`src/rtl/ecpm_pkg.sv`:
```
package ecpm_pkg;

    typedef enum logic [2:0] {
        ST_IDLE,
        ST_LOCATE,
        ST_STEP,
        ST_SEND_DBL,
        ST_WAIT_DBL,
        ST_SEND_ADD,
        ST_WAIT_ADD,
        ST_FINISH
    } seq_state_e;

    typedef enum logic {
        OP_DOUBLE = 1'b0,
        OP_ADD    = 1'b1
    } pt_op_e;

endpackage

```
`src/rtl/ecpm_msb_finder.sv`:
```
module ecpm_msb_finder #(
    parameter int VEC_W = 191,
    parameter int IDX_W = $clog2(VEC_W)
) (
    input  logic [VEC_W-1:0] vec,
    output logic             any,
    output logic [IDX_W-1:0] idx
);

    // Highest set bit wins: later loop iterations override earlier ones.
    always_comb begin
        any = 1'b0;
        idx = '0;
        for (int i = 0; i < VEC_W; i++) begin
            if (vec[i]) begin
                any = 1'b1;
                idx = IDX_W'(i);
            end
        end
    end

endmodule

```
`src/rtl/ecpm_op_counter.sv`:
```
module ecpm_op_counter #(
    parameter int CNT_W = 8
) (
    input  logic             clk,
    input  logic             rst_n,
    input  logic             clr,
    input  logic             inc,
    output logic [CNT_W-1:0] count
);

    always_ff @(posedge clk or negedge rst_n) begin
        if (!rst_n) begin
            count <= '0;
        end else if (clr) begin
            count <= '0;
        end else if (inc) begin
            count <= count + CNT_W'(1);
        end
    end

    // count never wraps within a run
    a_r5_no_wrap: assert property (@(posedge clk) disable iff (!rst_n)
        (inc && !clr) |-> (count != {CNT_W{1'b1}}));

endmodule

```
`src/rtl/ecpm_seq_fsm.sv`:
```
module ecpm_seq_fsm
    import ecpm_pkg::*;
#(
    parameter int KEY_W = 191,
    parameter int IDX_W = $clog2(KEY_W)
) (
    input  logic             clk,
    input  logic             rst_n,
    input  logic             start,
    input  logic [KEY_W-1:0] key,
    input  logic             cmd_ready,
    input  logic             op_done,
    input  logic             msb_any,
    input  logic [IDX_W-1:0] msb_idx,
    output logic [KEY_W-1:0] key_q,
    output logic             busy,
    output logic             done,
    output logic             key_zero,
    output logic             cmd_valid,
    output logic             cmd_op,
    output logic             cnt_clr,
    output logic             dbl_inc,
    output logic             add_inc
);

    seq_state_e       state, state_nx;
    logic [IDX_W-1:0] bit_idx;
    logic             zero_q;
    logic             start_ok;
    logic             cur_bit;

    assign start_ok = (state == ST_IDLE) && start;
    assign cur_bit  = key_q[bit_idx];
    assign key_zero = zero_q;

    // State register
    always_ff @(posedge clk or negedge rst_n) begin
        if (!rst_n) begin
            state <= ST_IDLE;
        end else begin
            state <= state_nx;
        end
    end

    // Key capture, bit index and zero flag
    always_ff @(posedge clk or negedge rst_n) begin
        if (!rst_n) begin
            key_q   <= '0;
            bit_idx <= '0;
            zero_q  <= 1'b0;
        end else begin
            if (start_ok) begin
                key_q  <= key;
                zero_q <= 1'b0;
            end
            if (state == ST_LOCATE) begin
                bit_idx <= msb_idx;
                zero_q  <= !msb_any;
            end
            if ((state == ST_STEP) && (bit_idx != '0)) begin
                bit_idx <= bit_idx - IDX_W'(1);
            end
        end
    end

    // Next-state logic
    always_comb begin
        state_nx = state;
        unique case (state)
            ST_IDLE:     if (start)     state_nx = ST_LOCATE;
            ST_LOCATE:   state_nx = msb_any ? ST_STEP : ST_FINISH;
            ST_STEP:     state_nx = (bit_idx == '0) ? ST_FINISH : ST_SEND_DBL;
            ST_SEND_DBL: if (cmd_ready) state_nx = ST_WAIT_DBL;
            ST_WAIT_DBL: if (op_done)   state_nx = cur_bit ? ST_SEND_ADD : ST_STEP;
            ST_SEND_ADD: if (cmd_ready) state_nx = ST_WAIT_ADD;
            ST_WAIT_ADD: if (op_done)   state_nx = ST_STEP;
            ST_FINISH:   state_nx = ST_IDLE;
            default:     state_nx = ST_IDLE;
        endcase
    end

    // Output decode
    always_comb begin
        busy      = (state != ST_IDLE);
        done      = (state == ST_FINISH);
        cmd_valid = (state == ST_SEND_DBL) || (state == ST_SEND_ADD);
        cmd_op    = (state == ST_SEND_ADD) ? OP_ADD : OP_DOUBLE;
        cnt_clr   = start_ok;
        dbl_inc   = (state == ST_SEND_DBL) && cmd_ready;
        add_inc   = (state == ST_SEND_ADD) && cmd_ready;
    end

    // an offered command is held until accepted
    a_r6_hold_cmd: assert property (@(posedge clk) disable iff (!rst_n)
        (cmd_valid && !cmd_ready) |=> (cmd_valid && $stable(cmd_op)));

    // acceptance is followed by a gap before the next command
    a_r7_gap_after_accept: assert property (@(posedge clk) disable iff (!rst_n)
        (cmd_valid && cmd_ready) |=> !cmd_valid);

    // completion is a single-cycle pulse
    a_r8_done_pulse: assert property (@(posedge clk) disable iff (!rst_n)
        done |=> !done);

    // a zero key never offers a command
    a_r2_zero_no_cmd: assert property (@(posedge clk) disable iff (!rst_n)
        key_zero |-> !cmd_valid);

    // no command while idle
    a_r1_idle_quiet: assert property (@(posedge clk) disable iff (!rst_n)
        !busy |-> !cmd_valid);

    // captured key stays fixed during a run
    a_r9_key_frozen: assert property (@(posedge clk) disable iff (!rst_n)
        (busy && $past(busy)) |-> $stable(key_q));

endmodule

```
`src/rtl/ecpm_ladder_seq.sv`:
```
module ecpm_ladder_seq #(
    parameter int KEY_W = 191,
    localparam int IDX_W = $clog2(KEY_W),
    localparam int CNT_W = $clog2(KEY_W + 1)
) (
    input  logic             clk,
    input  logic             rst_n,
    input  logic             start,
    input  logic [KEY_W-1:0] key,
    output logic             busy,
    output logic             done,
    output logic             key_zero,
    output logic             cmd_valid,
    output logic             cmd_op,
    input  logic             cmd_ready,
    input  logic             op_done,
    output logic [CNT_W-1:0] dbl_count,
    output logic [CNT_W-1:0] add_count
);

    logic [KEY_W-1:0] key_q;
    logic             msb_any;
    logic [IDX_W-1:0] msb_idx;
    logic             cnt_clr;
    logic             dbl_inc;
    logic             add_inc;

    ecpm_msb_finder #(
        .VEC_W (KEY_W),
        .IDX_W (IDX_W)
    ) u_msb (
        .vec (key_q),
        .any (msb_any),
        .idx (msb_idx)
    );

    ecpm_seq_fsm #(
        .KEY_W (KEY_W),
        .IDX_W (IDX_W)
    ) u_fsm (
        .clk       (clk),
        .rst_n     (rst_n),
        .start     (start),
        .key       (key),
        .cmd_ready (cmd_ready),
        .op_done   (op_done),
        .msb_any   (msb_any),
        .msb_idx   (msb_idx),
        .key_q     (key_q),
        .busy      (busy),
        .done      (done),
        .key_zero  (key_zero),
        .cmd_valid (cmd_valid),
        .cmd_op    (cmd_op),
        .cnt_clr   (cnt_clr),
        .dbl_inc   (dbl_inc),
        .add_inc   (add_inc)
    );

    ecpm_op_counter #(.CNT_W (CNT_W)) u_dbl_cnt (
        .clk   (clk),
        .rst_n (rst_n),
        .clr   (cnt_clr),
        .inc   (dbl_inc),
        .count (dbl_count)
    );

    ecpm_op_counter #(.CNT_W (CNT_W)) u_add_cnt (
        .clk   (clk),
        .rst_n (rst_n),
        .clr   (cnt_clr),
        .inc   (add_inc),
        .count (add_count)
    );

    // doubles never exceed KEY_W-1
    a_r11_dbl_bound: assert property (@(posedge clk) disable iff (!rst_n)
        done |-> (dbl_count < CNT_W'(KEY_W)));

    // adds never outnumber doubles
    a_r3_add_le_dbl: assert property (@(posedge clk) disable iff (!rst_n)
        done |-> (add_count <= dbl_count));

endmodule

```
`config.mk`:
```
export PLATFORM = sky130hd
export DESIGN_NAME = ecpm_ladder_seq
export DESIGN_NICKNAME = d
export VERILOG_FILES = /design/src/rtl/ecpm_pkg.sv /design/src/rtl/ecpm_msb_finder.sv /design/src/rtl/ecpm_op_counter.sv /design/src/rtl/ecpm_seq_fsm.sv /design/src/rtl/ecpm_ladder_seq.sv
export SDC_FILE = /design/constraint.sdc
export NUM_CORES = 1
export LEC_CHECK = 0
export ABC_CLOCK_PERIOD_IN_PS = 2600
export BUFFER_PORTS_ARGS = -buffer_cell sky130_fd_sc_hd__buf_2
export CAP_MARGIN = 20
export CORE_ASPECT_RATIO = 0.75
export CORE_UTILIZATION = 52
export CTS_CLUSTER_DIAMETER = 50
export CTS_CLUSTER_SIZE = 8
export DETAILED_ROUTE_END_ITERATION = 6
export GPL_TIMING_DRIVEN = 0
export PLACE_DENSITY = 0.81
export SYNTH_ARGS = -nofsm -noshare
export SYNTH_HDL_FRONTEND = slang
export SYNTH_HIERARCHICAL = 1
export SYNTH_SLANG_ARGS = --single-unit
```
`constraint.sdc`:
```
create_clock -name clk -period 2.6 [get_ports clk]
set_clock_uncertainty 0.15 [all_clocks]
set_input_delay 0.52 -clock clk [delete_from_list [all_inputs] [get_ports clk]]
set_output_delay 0.52 -clock clk [all_outputs]
set_load 0.03 [all_outputs]
```
==> impl_metrics.toml <==
[synth]
yosysSeqAreaShare_pct = 42.46
synth_nets = 1359
netlist_instances = 1159
syn_area_per_cell_um2 = 11.14
synth_flop_cell = "dfrtp_1"
synth_edf_count = 0
synthDistinctLibCells = 75
async_reset_ff_share_pct = 100.0
ys_ff_latch = 219
yosys_warnings = 6
netlist_area_um2 = 12910

[drt]
num_vias = 11240
wire_per_inst_um = 21.49
drc = 0
postRouteAntennaNets = 0
wl_mm = 37.91
routed_via_density = 6.372
firstDrtPassIters = 5
drt_iter0_drc = 1173

[cts]
numCtsBuffers = 36
clock_path_buffers = 3
cts-root-buf = "clkbuf_16"
cts_tree = "built"
cts.htree.levels = 2
clock_sinks = 219
clkTransAtPathRegs_ns = 0.05
clkLatencyLatePin_ns = 0.50

[timing]
setup_ws_ns = -0.4539
setup_viol = 9
drv_slew = 0
rsz0062_at_grt = "yes"
fmax_mhz = 327.5
min_period_over_period_pct = 117.5
hold_viol_final = 0
relSlewSlack_pct = 48.76
finalCriticalPeriod_ns = 3.054
worstMarginPinSlew_ns = 0.7492

[min_path]
min_path_cells = 2
hp-class = "in2reg"

[floorplanning]
core-area_um2 = 24160
dieArea_um2 = 25460
die_x_um = 183.9
die_y_um = 138.4
row_count = 49
io_pins = 217
initial_utilization_pct = 53.43

[run]
cap_viol_max_count = 0

[pwr]
p_sw_mw = 8.554
p_sw_share_pct = 40.35
p_per_area_nw_per_um2 = 1320
p_int_mw = 12.64
pwr-share-comb_pct = 42.4
seq_power_share_pct = 37.3
p_total_mw = 21.20
peakVddDrop_v = 0.0007016
p_leak_nw = 6.736
pwr-share-clk_pct = 20.3

[critical_path]
arrival_ns = 3.32
crit_required_ns = 2.87
critPathMaxFanout = 6
r2r_cells = 8
crit_path_end_kind = "register"
worstSetupStartpointType = "register"
worstSetupPathType = "reg2reg"

[final_layout]
final_nets = 1623
finish.instance_area_um2 = 16050
fillers = 1891
multi_input_area_um2 = 7288
drive_gt1_share_pct = 42.71
syn_to_final_growth_pct = 24.38
seq_area_um2 = 5488
finalNonFillerCells = 1764
finish.utilization_pct = 66.46
antenna_cells = 0

[placed_design]
place_area_um2 = 14470
place_hpwl_mm = 27.26
place_congestion = 0.9284
dp.cells = 1708
port-buffer-count = 216

[global_route]
grt_pass1_vias = 10920
grt_pass1_wl_mm = 59.09
antenna_found_initial = 0
grt_max_degree = 89
grt_util_all_layers_pct = 29.73
gr-total-overflow = 0

[run_status]
status = "finished with violations"
violations = "negative setup slack"
[synth_stat cells (12+ instances only)]
master,n,area (um^2)
inv_1,53,198.9
nor2_1,112,420.4
nor4_1,56,350.3
o21ai_0,39,195.2
a2111oi_0,16,140.1
nand4_1,14,87.58
clkbuf_1,30,112.6
a21oi_1,52,260.3
o31ai_1,16,120.1
mux2i_1,15,150.1
mux2_2,192,2162
mux4_1,21,551.8
dfrtp_1,219,5480
nand2b_1,12,75.07
nand3_1,17,85.08
mux4_2,28,630.6
nand2_1,54,202.7
nor3_1,32,160.2
[layout make-up]
type,count,area share (%)
Buffer,49,2.260
Clock inverter,7,0.6235
Timing Repair Buffer,227,7.731
Sequential cell,219,34.18
Multi-Input combinational cell,837,45.40
Clock buffer,41,5.986
Inverter,53,1.239
Tap cell,331,2.580
[kinds of logic after synthesis]
kind of cell | share of synthesized area [%]
xor gates and xnor gates | 0.6107
buffers and inverters | 3.800
AOI/OAI and AO/OA | 11.14
muxes | 27.07
adders and majority gates | 0.3878
and+or+nand+nor | 14.53
DFF | 42.46
[critical path, stage by stage, from the launching register on]
cell,delay [ns]
dfrtp_1,0.46
or4_4,0.55
nor4_4,0.36
or4b_4,0.52
or3_4,0.38
nor2_2,0.11
nor2_2,0.05
or3_1,0.30
o211ai_1,0.09
[per-stage QoR]
stage / setup TNS, ns / worst slack [ns] / hold slack, ns
3_5_place_dp: -54.30 / -0.6375 / 0.3370
6_report: -1.625 / -0.4539 / 0.09866
5_1_grt: -2.197 / -0.5191 / 0.09461
3_3_place_gp: -659.25 / -2.783 / 0.3738
4_1_cts: -0.8807 / -0.4002 / 0.08576
2_1_floorplan: -0.07462 / -0.07462 / 0.07441
[final timing paths]
| path | slack (ns) | from | to |
|---|---|---|---|
| min | 0.1 | key[159] | u_fsm/key_q[159] |
| max in group asynchronous | 1.09 | rst_n | u_fsm/key_q[121] |
| max | -0.45 | u_fsm/key_q[5] | u_fsm/state[0] |
| max reg2reg | -0.45 | u_fsm/key_q[5] | u_fsm/state[0] |
| min in group asynchronous | 0.40 | rst_n | u_fsm/key_q[9] |
| min reg2reg | 0.40 | u_fsm/key_zero | u_fsm/key_zero |
[what timing repair did]
action | 4_1_cts | 5_1_grt
pin swaps | 10 | 4
setup endpoints to repair | 186 | 36
cloned | 1 | 0
hold buffers | 1 | 0
resized for setup | 73 | 48
setup buffers | 4 | 3
endpoints found under the hold margin | 61 | 0
[per-layer routing]
layer	global-route usage, %	part of all wire (%)	vias to the layer above
met4	8.377	2.4	0
met5	0	0	-
met2	42.54	43	635
li1	-	-	4979
met3	7.824	10	83
met1	44.31	45	5544
[power groups by stage]
stage	registers [mW]	logic (mW)	clock network (mW)
2_1_floorplan	6.76	6.41	0
3_3_place_gp	7.49	7.94	0
4_1_cts	7.71	8.63	4.37
3_5_place_dp	7.64	8.16	0
6_report	7.92	8.99	4.30
5_1_grt	8.19	9.58	4.53
[state kept, by name, indices dropped and copies added, names as in the netlist]
signal	cells
u_fsm/key_zero	1
u_add_cnt/count	8
u_dbl_cnt/count	8
u_fsm/state	3
u_fsm/bit_idx	8
u_fsm/key_q	191
[cells in the final DEF (no fill, tap or decap), types with 20 or more instances in the layout]
master | netlist | routed
a21oi_1 | 52 | 51
buf_2 | 8 | 219
clkbuf_16 | 0 | 37
clkbuf_2 | 0 | 22
dfrtp_1 | 219 | 213
inv_1 | 53 | 53
mux2_2 | 192 | 192
mux4_1 | 21 | 20
mux4_2 | 28 | 29
nand2_1 | 54 | 54
nor2_1 | 112 | 108
nor3_1 | 32 | 32
nor4_1 | 56 | 36
o21ai_0 | 39 | 34
No activity file was read; power rests on OpenSTA's default activity.
